===== src/rtl/pgwalk_pkg.sv =====
package pgwalk_pkg;
  // entry flag positions (decoded by the walker itself)
  localparam int unsigned B_PRES  = 0;
  localparam int unsigned B_WRITE = 1;
  localparam int unsigned B_USER  = 2;
  localparam int unsigned B_ACC   = 5;
  localparam int unsigned B_DIRTY = 6;
  localparam int unsigned B_LARGE = 7;

  typedef enum logic [2:0] {
    ST_IDLE,
    ST_DIR_RQ,
    ST_DIR_WT,
    ST_TBL_RQ,
    ST_TBL_WT,
    ST_UPD_DIR,
    ST_UPD_TBL,
    ST_DONE
  } walk_st_e;
endpackage


===== src/rtl/pgwalk_addr.sv =====
module pgwalk_addr #(
  parameter int unsigned IDX_W = 10
) (
  input  logic [3*IDX_W+1:0]   vaddr,
  input  logic [2*IDX_W-1:0]   root_frame,
  input  logic [3*IDX_W+1:0]   dir_ent,
  input  logic [3*IDX_W+1:0]   tbl_ent,
  output logic [3*IDX_W+1:0]   dir_addr,
  output logic [3*IDX_W+1:0]   tbl_addr,
  output logic [3*IDX_W+1:0]   pa_small,
  output logic [3*IDX_W+1:0]   pa_large
);
  localparam int unsigned OFF_W = IDX_W + 2;
  localparam int unsigned VA_W  = 3 * IDX_W + 2;
  localparam int unsigned LO_W  = OFF_W + IDX_W;

  assign dir_addr = {root_frame, vaddr[VA_W-1:LO_W], 2'b00};
  assign tbl_addr = {dir_ent[VA_W-1:OFF_W], vaddr[LO_W-1:OFF_W], 2'b00};
  assign pa_small = {tbl_ent[VA_W-1:OFF_W], vaddr[OFF_W-1:0]};
  assign pa_large = {dir_ent[VA_W-1:LO_W], vaddr[LO_W-1:0]};
endmodule


===== src/rtl/pgwalk_perm.sv =====
module pgwalk_perm (
  input  logic rw_eff,
  input  logic us_eff,
  input  logic is_write,
  input  logic is_user,
  output logic viol
);
  // supervisor accesses skip both checks
  assign viol = is_user & (~us_eff | (is_write & ~rw_eff));
endmodule


===== src/rtl/pgwalk_top.sv =====
module pgwalk_top
  import pgwalk_pkg::*;
#(
  parameter int unsigned IDX_W = 10
) (
  input  logic                 clk,
  input  logic                 rst,
  input  logic [2*IDX_W-1:0]   root_frame,
  input  logic                 large_en,
  input  logic                 req_valid,
  output logic                 req_ready,
  input  logic [3*IDX_W+1:0]   req_vaddr,
  input  logic                 req_write,
  input  logic                 req_user,
  output logic                 rsp_valid,
  output logic                 rsp_ok,
  output logic [3*IDX_W+1:0]   rsp_paddr,
  output logic [2:0]           rsp_fault,
  output logic                 mem_req_valid,
  input  logic                 mem_req_ready,
  output logic                 mem_req_we,
  output logic [3*IDX_W+1:0]   mem_req_addr,
  output logic [3*IDX_W+1:0]   mem_req_wdata,
  input  logic                 mem_rsp_valid,
  input  logic [3*IDX_W+1:0]   mem_rsp_rdata
);
  localparam int unsigned VA_W = 3 * IDX_W + 2;
  localparam logic [VA_W-1:0] M_ACC   = VA_W'(1) << B_ACC;
  localparam logic [VA_W-1:0] M_DIRTY = VA_W'(1) << B_DIRTY;

  walk_st_e          state;
  logic [VA_W-1:0]   va_q, pde_q, pte_q, paddr_q;
  logic              wr_q, us_q, large_q, upd_tbl_q, ok_q;
  logic [2:0]        fault_q;

  logic [VA_W-1:0]   pde_cur, dir_addr, tbl_addr, pa_small, pa_large;
  logic              perm_rw, perm_us, viol;
  logic              rd_pres, rd_acc, rd_dirty, rd_large, tbl_needs_wb;

  assign pde_cur = (state == ST_DIR_WT) ? mem_rsp_rdata : pde_q;

  pgwalk_addr #(.IDX_W(IDX_W)) u_addr (
    .vaddr      (va_q),
    .root_frame (root_frame),
    .dir_ent    (pde_cur),
    .tbl_ent    (mem_rsp_rdata),
    .dir_addr   (dir_addr),
    .tbl_addr   (tbl_addr),
    .pa_small   (pa_small),
    .pa_large   (pa_large)
  );

  // second-level check combines both levels
  assign perm_rw = mem_rsp_rdata[B_WRITE] & ((state != ST_TBL_WT) | pde_q[B_WRITE]);
  assign perm_us = mem_rsp_rdata[B_USER]  & ((state != ST_TBL_WT) | pde_q[B_USER]);

  pgwalk_perm u_perm (
    .rw_eff   (perm_rw),
    .us_eff   (perm_us),
    .is_write (wr_q),
    .is_user  (us_q),
    .viol     (viol)
  );

  assign rd_pres      = mem_rsp_rdata[B_PRES];
  assign rd_acc       = mem_rsp_rdata[B_ACC];
  assign rd_dirty     = mem_rsp_rdata[B_DIRTY];
  assign rd_large     = mem_rsp_rdata[B_LARGE];
  assign tbl_needs_wb = ~rd_acc | (wr_q & ~rd_dirty);

  always_ff @(posedge clk) begin
    if (rst) begin
      state     <= ST_IDLE;
      va_q      <= '0;
      pde_q     <= '0;
      pte_q     <= '0;
      paddr_q   <= '0;
      wr_q      <= 1'b0;
      us_q      <= 1'b0;
      large_q   <= 1'b0;
      upd_tbl_q <= 1'b0;
      ok_q      <= 1'b0;
      fault_q   <= '0;
    end else begin
      case (state)
        ST_IDLE: if (req_valid) begin
          va_q  <= req_vaddr;
          wr_q  <= req_write;
          us_q  <= req_user;
          state <= ST_DIR_RQ;
        end
        ST_DIR_RQ: if (mem_req_ready) state <= ST_DIR_WT;
        ST_DIR_WT: if (mem_rsp_valid) begin
          pde_q     <= mem_rsp_rdata;
          upd_tbl_q <= 1'b0;
          if (!rd_pres) begin
            ok_q    <= 1'b0;
            fault_q <= {us_q, wr_q, 1'b0};
            state   <= ST_DONE;
          end else if (large_en && rd_large) begin
            large_q <= 1'b1;
            if (viol) begin
              ok_q    <= 1'b0;
              fault_q <= {us_q, wr_q, 1'b1};
              state   <= ST_DONE;
            end else begin
              ok_q    <= 1'b1;
              paddr_q <= pa_large;
              state   <= tbl_needs_wb ? ST_UPD_DIR : ST_DONE;
            end
          end else begin
            large_q <= 1'b0;
            state   <= ST_TBL_RQ;
          end
        end
        ST_TBL_RQ: if (mem_req_ready) state <= ST_TBL_WT;
        ST_TBL_WT: if (mem_rsp_valid) begin
          pte_q <= mem_rsp_rdata;
          if (!rd_pres) begin
            ok_q    <= 1'b0;
            fault_q <= {us_q, wr_q, 1'b0};
            state   <= ST_DONE;
          end else if (viol) begin
            ok_q    <= 1'b0;
            fault_q <= {us_q, wr_q, 1'b1};
            state   <= ST_DONE;
          end else begin
            ok_q      <= 1'b1;
            paddr_q   <= pa_small;
            upd_tbl_q <= tbl_needs_wb;
            if (!pde_q[B_ACC])     state <= ST_UPD_DIR;
            else if (tbl_needs_wb) state <= ST_UPD_TBL;
            else                   state <= ST_DONE;
          end
        end
        ST_UPD_DIR: if (mem_req_ready)
          state <= (!large_q && upd_tbl_q) ? ST_UPD_TBL : ST_DONE;
        ST_UPD_TBL: if (mem_req_ready) state <= ST_DONE;
        ST_DONE:    state <= ST_IDLE;
        default:    state <= ST_IDLE;
      endcase
    end
  end

  assign req_ready     = (state == ST_IDLE);
  assign rsp_valid     = (state == ST_DONE);
  assign rsp_ok        = ok_q;
  assign rsp_paddr     = paddr_q;
  assign rsp_fault     = fault_q;

  assign mem_req_valid = (state == ST_DIR_RQ) || (state == ST_TBL_RQ) ||
                         (state == ST_UPD_DIR) || (state == ST_UPD_TBL);
  assign mem_req_we    = (state == ST_UPD_DIR) || (state == ST_UPD_TBL);
  assign mem_req_addr  = ((state == ST_TBL_RQ) || (state == ST_UPD_TBL)) ? tbl_addr : dir_addr;

  always_comb begin
    mem_req_wdata = '0;
    if (state == ST_UPD_DIR)
      mem_req_wdata = pde_q | M_ACC | ((large_q && wr_q) ? M_DIRTY : '0);
    else if (state == ST_UPD_TBL)
      mem_req_wdata = pte_q | M_ACC | (wr_q ? M_DIRTY : '0);
  end
endmodule


===== config.mk =====
export PLATFORM = sky130hd
export DESIGN_NAME = pgwalk_top
export DESIGN_NICKNAME = d
export VERILOG_FILES = /design/src/rtl/pgwalk_pkg.sv /design/src/rtl/pgwalk_addr.sv /design/src/rtl/pgwalk_perm.sv /design/src/rtl/pgwalk_top.sv
export SDC_FILE = /design/constraint.sdc
export NUM_CORES = 1
export LEC_CHECK = 0
export BUFFER_PORTS_ARGS = -buffer_cell sky130_fd_sc_hd__buf_2
export CAP_MARGIN = 25
export CORE_MARGIN = 2
export CORE_UTILIZATION = 50
export CTS_CLUSTER_DIAMETER = 80
export DETAILED_ROUTE_END_ITERATION = 16
export PLACE_DENSITY = 0.78
export REMOVE_ABC_BUFFERS = 1
export SLEW_MARGIN = 20
export SYNTH_ARGS = -nofsm -noshare
export SYNTH_HDL_FRONTEND = slang
export SYNTH_SLANG_ARGS = --single-unit

===== constraint.sdc =====
create_clock -name clk -period 2.4 [get_ports clk]
set_input_delay 0.6 -clock clk [delete_from_list [all_inputs] [get_ports clk]]
set_output_delay 0.6 -clock clk [all_outputs]
set_load 0.02 [all_outputs]

Yosys cells after proc, flatten, opt, wreduce, memory -nomap -nowiden
Cells that the tools add are included.
{ "word_totals": {"regBits": 139, "out_inout_bits": 104, "elab_cells": 117} }
{ "op_classes": {"n_eq_ne": 21, "muxes": 51, "n_bitwise": 15, "n_reduce_logical": 19} }
{ "ops": {"columns": ["op", "n"], "rows": [
  ["$mux W32", 11],
  ["$or A32 B7 Y32", 2],
  ["$pmux W32 S2", 1],
  ["$mux W3", 15],
  ["$pmux W3 S8", 1],
  ["$ne A2 B2 Y1 const B", 11],
  ["$mux W7", 2],
  ["$mux W1", 13],
  ["$eq A3 B3 Y1 const B", 4],
  ["$mux W2", 5],
  ["$reduce_and A8 Y1", 1],
  ["$reduce_and A7 Y1", 1],
  ["$eq A3 B2 Y1 const B", 2],
  ["$pmux W3 S2", 1],
  ["$reduce_and A2 Y1", 3],
  ["$and A1 B1 Y1", 5],
  ["$logic_or A1 B1 Y1", 5],
  ["$reduce_and A5 Y1", 1],
  ["$not A1 Y1", 4],
  ["$or A1 B1 Y1", 4],
  ["$pmux W1 S2", 2],
  ["$reduce_and A4 Y1", 1],
  ["$eq A3 B1 Y1 const B", 1],
  ["$logic_and A1 B1 Y1", 3],
  ["7 further kinds", 7]
]} }

Longest topological paths before layout
{ "logic_depth": {"word_depth": 12, "mapped_depth": 8, "ltp_nobuf": 4} }

Cells and area by module
From an unflattened synthesis, not the netlist that was laid out.
{ "hier_totals": {"hier_cells": 938, "area_unflattened_um2": 7594.8} }
{ "by_module_without_submodules": {"columns": ["module", "instances", "cells_each", "area_per_inst_um2", "seq_area_each_um2"], "rows": [
  ["pgwalk_top", 1, 807, 6616.3, 2762.6],
  ["pgwalk_addr", 1, 129, 964.7, 0.0],
  ["pgwalk_perm", 1, 2, 13.8, 0.0]
]} }

Least setup slack after synthesis
OpenSTA, ideal clock, no wires.
{ "synth_timing": {"path_type": "register to output", "start": "register state[2]", "end": "output mem_req_addr[12]", "arrival_time_ns": 1.823, "t_required_ns": 1.800, "path_slack_ns": -0.023, "stages_incl_launch_ff": 7, "n_path_buf": 3, "path_cell_list": "dfxtp_1 -> buf_2 -> buf_2 -> nor3b_1 -> clkbuf_1 -> nor2_1 -> o21ai_0"} }
{ "synth_between": {"elab_chain_len": 3, "word_cells_on_any_way": 6} }
{ "synth_rtl": {"columns": ["item", "line", "text"], "rows": [
  ["start: declaration", "pgwalk_top.sv:31", "walk_st_e state;"],
  ["start signal: assignment", "pgwalk_top.sv:109", "state <= tbl_needs_wb ? ST_UPD_DIR : ST_DONE;"],
  ["start signal: assignment", "pgwalk_top.sv:137", "state <= (!large_q && upd_tbl_q) ? ST_UPD_TBL : ST_DONE;"],
  ["$eq A3 B2 Y1 (tied with other cells)", "pgwalk_top.sv:40", "assign pde_cur = (state == ST_DIR_WT) ? mem_rsp_rdata : pde_q;"],
  ["$mux W32 or $logic_or A1 B1 Y1 (tied branches)", "pgwalk_top.sv:40, pgwalk_top.sv:154", null],
  ["$mux W32 (*)", "pgwalk_top.sv:154", "assign mem_req_addr = ((state == ST_TBL_RQ) || (state == ST_UPD_TBL)) ? tbl_addr : dir_addr;"],
  ["end: declaration", "pgwalk_top.sv:22", "output logic [3*IDX_W+1:0] mem_req_addr,"]
]} }
Every way passes the cells marked *; elsewhere a longest branch is shown, timed or not.

Worst setup path after layout
{ "layout_timing": {"start": "register state[2]", "end": "output mem_req_addr[20]"} }
Same word-level chain as after synthesis.

==> results.cfg <==
[cts]
cts_buffer_depth = 2
clkTransAtPathRegs_ps = 60
cts_buffers = 17
root_buffer = clkbuf_16
cts_tree = built
htreeDepth = 4
cts.sinks = 138
insertion_delay_ps = 420
cts.hold.buffers_added = 0

[detailed_routing]
viasPerCell = 5.244
dr_total_vias = 6251
met1_length_mm = 8.158
wl_met2_mm = 9.049
drc = 0
wl_per_cell_um = 15.69
routed-wl-met3_mm = 1.139
antenna_left = 0
dr.pass1.iters = 5
wl_mm = 18.71
highest_layer = met4
drtIter0Drc = 446

[power]
power.density_nw_per_um2 = 745.6
finalPower_mw = 6.584
ir_drop_mv = 0.4972
total_leakage_power_nw = 3.824

[timing]
fmaxAchievable_mhz = 401.6
slew_viol_final = 0
slew_headroom_pct = 44.03
hold_viol = 0
hold_ws_ps = 414.8
tightest_slew_ps = 833.4
fin_crit_ps = 2490
setup_viol = 27
timing.final.crit_share_pct = 103.8
grt_setup_unrepaired = yes
setup_slack_ps = -90.12
finClkSkew_ps = 5.732

[cells_and_area]
insertedDiodeCount = 0
areaGrowthSynthToFinish_pct = 39.13
nets = 1101
fin_cells = 1192
final_cell_mix = nand2_1 (221), buf_2 (153), dfxtp_1 (135)
drive_gt1_share_pct = 33.33
final_common_cell = nand2_1

[setup_path]
r2r_end = rsp_paddr[16]
critPathCaptureType = output pin
worst-r2r-setup-slack_ps = 50
cp.arrival_ps = 1890
cp_max_fo = 7
crit_type = reg -> out
worstPathCellList = buf_6 > buf_8 > nor3b_4 > buf_6 > buf_8 > nor2_1 > o21ai_1 > buf_4
worst-r2r-cell-count = 7
startpoint_type = register
crit_required_ps = 1800
reg2reg_from = state[0]
critical_path.max_stage_delay_ps = 360
cp_slowest_cell = dfxtp_4

[synth]
ys.flop_type = dfxtp_1
yosys_warnings = 0
synthCells = 792
synth_edf_count = 0
synthArstFlopShare_pct = 0
syn-cell-area_sq_um = 6347
avgSynthCellArea_sq_um = 8.014
ys_types = 52
ys_ff_latch = 138
ys_seq_area_share_pct = 43.52

[global_route]
grt-ovfl-total = 0
grt_start_max_net_pins = 41
grt_pass1_vias = 5662
grt_first_pass_wirelength_mm = 27.85
antenna_found_initial = 0
grt_use_total_pct = 26.45

[die]
ios = 196
rows = 41
die_h_um = 116.7
die_x_um = 116.7
die-area_sq_um = 13610
start_util_pct = 50.71
core-area_sq_um = 12520

[placed_design]
gp_congestion = 0.8871
post-dp-hpwl_mm = 11.86
port_buffers = 193
pre_cts_ws_ps = -49.52
placed_cells = 1137

[hold_path]
hold_depth = 3
whs_endpoint = va_q[8]
min_from = req_vaddr[8]
hold_path.class = in -> reg

[run]
max-cap-violations = 0

[outcome]
status = finished, violations left
violations = negative setup slack
## cells by family after synthesis
| kind of cell | after synthesis | synth area share (%) |
|---|---|---|
| XOR/XNOR | 3 | 0.4140 |
| AO/OA/AOI/OAI | 180 | 17.37 |
| multiplexers | 54 | 9.442 |
| buffers and inverters | 71 | 4.889 |
| flip-flops | 138 | 43.52 |
| AND/OR/NAND/NOR | 345 | 24.31 |
| other | 1 | 0.05908 |
## cells in the mapped netlist, drive strengths merged, types with 2 or more instances
library cell  count  area share (%)
nand2           222              13
dfxtp           138              44
a21oi           101             8.0
nand2b           51             5.0
clkbuf           45             2.7
mux2i            34             5.4
nor2             34             2.0
a22o             30             4.1
o21ai            25             2.0
buf              21             1.9
mux2             20             4.1
nor2b            15             1.5
inv               5            0.30
nor3              5            0.39
a211oi            3            0.55
nor3b             3            0.35
o21a              3            0.35
a311oi            2            0.28
a31oi             2            0.20
and2              2            0.20
o211ai            2            0.24
o22ai             2            0.20
o311ai            2            0.39
or2               2            0.20
or4               2            0.24
xnor2             2            0.28
## worst max path at each step
stage / from / to / slack [ps] / cells past startpoint
2_1_floorplan: state[0] / mem_req_wdata[6] / -1400 / 4
3_3_place_gp: mem_rsp_rdata[0] / rsp_paddr[30] / 40 / 6
3_5_place_dp: mem_rsp_rdata[0] / rsp_paddr[9] / -50 / 6
4_1_cts: state[2] / mem_req_addr[16] / -30 / 8
5_1_grt: state[2] / mem_req_addr[20] / -170 / 8
6_report: state[2] / mem_req_addr[20] / -90 / 8
## timing repair
action,CTS,global route
gates resized for setup,45,76
cloned,1,4
buffers inserted,11,10
pin swaps,5,13
setup endpoints to repair,63,64
## worst max-delay path: cells and delay by family, from the launching register on
kind / cells / cell delay, ps
buffers and inverters: 5 / 690
AOI/OAI and AO/OA: 1 / 130
and+or+nand+nor: 2 / 290
DFF: 1 / 360
## through the flow
step	TNS (ps)	area (sq um)	utilization [%]
after global routing	-4042	8831	70.55
final	-1365	8831	70.55
after CTS	-94.66	8478	67.73
after detailed placement	-303.6	7655	61.16
after floorplan	-114290	6060	-
after global placement	0	7655	61.16
## layout make-up
| type | instances | area [sq um] |
|---|---|---|
| fill | 1029 | 3686 |
| multi-input combinational | 584 | 3397 |
| sequential | 138 | 2774 |
| timing repair buffer | 263 | 1805 |
| clock buffer | 23 | 508.0 |
| tap | 172 | 215.2 |
| clock inverter | 7 | 112.6 |
| inverter | 5 | 18.77 |
## flip-flops by register name, indices dropped and copies added, names as in the netlist
name and flops:
upd_tbl_q 1, large_q 1, va_q 32, pde_q 32
rsp_ok 1, state 3, us_q 1, wr_q 1
rsp_fault 3, rsp_paddr 32, pte_q 31
## power by group
part / leakage [nW] / internal [mW] / total [mW] / switching [mW]
logic: 2.40 / 0.571 / 1.34 / 0.773
clock network: 0.307 / 1.78 / 2.72 / 0.940
registers: 1.12 / 2.43 / 2.52 / 0.0918
total: 3.82 / 4.78 / 6.58 / 1.81
## routing by layer
layer / GRT usage [%] / vias up
met5: 0 / -
met4: 10.20 / 0
met3: 5.968 / 32
met2: 43.76 / 229
met1: 33.80 / 2894
li1: - / 3096
Power figures use the tool's default switching activity.
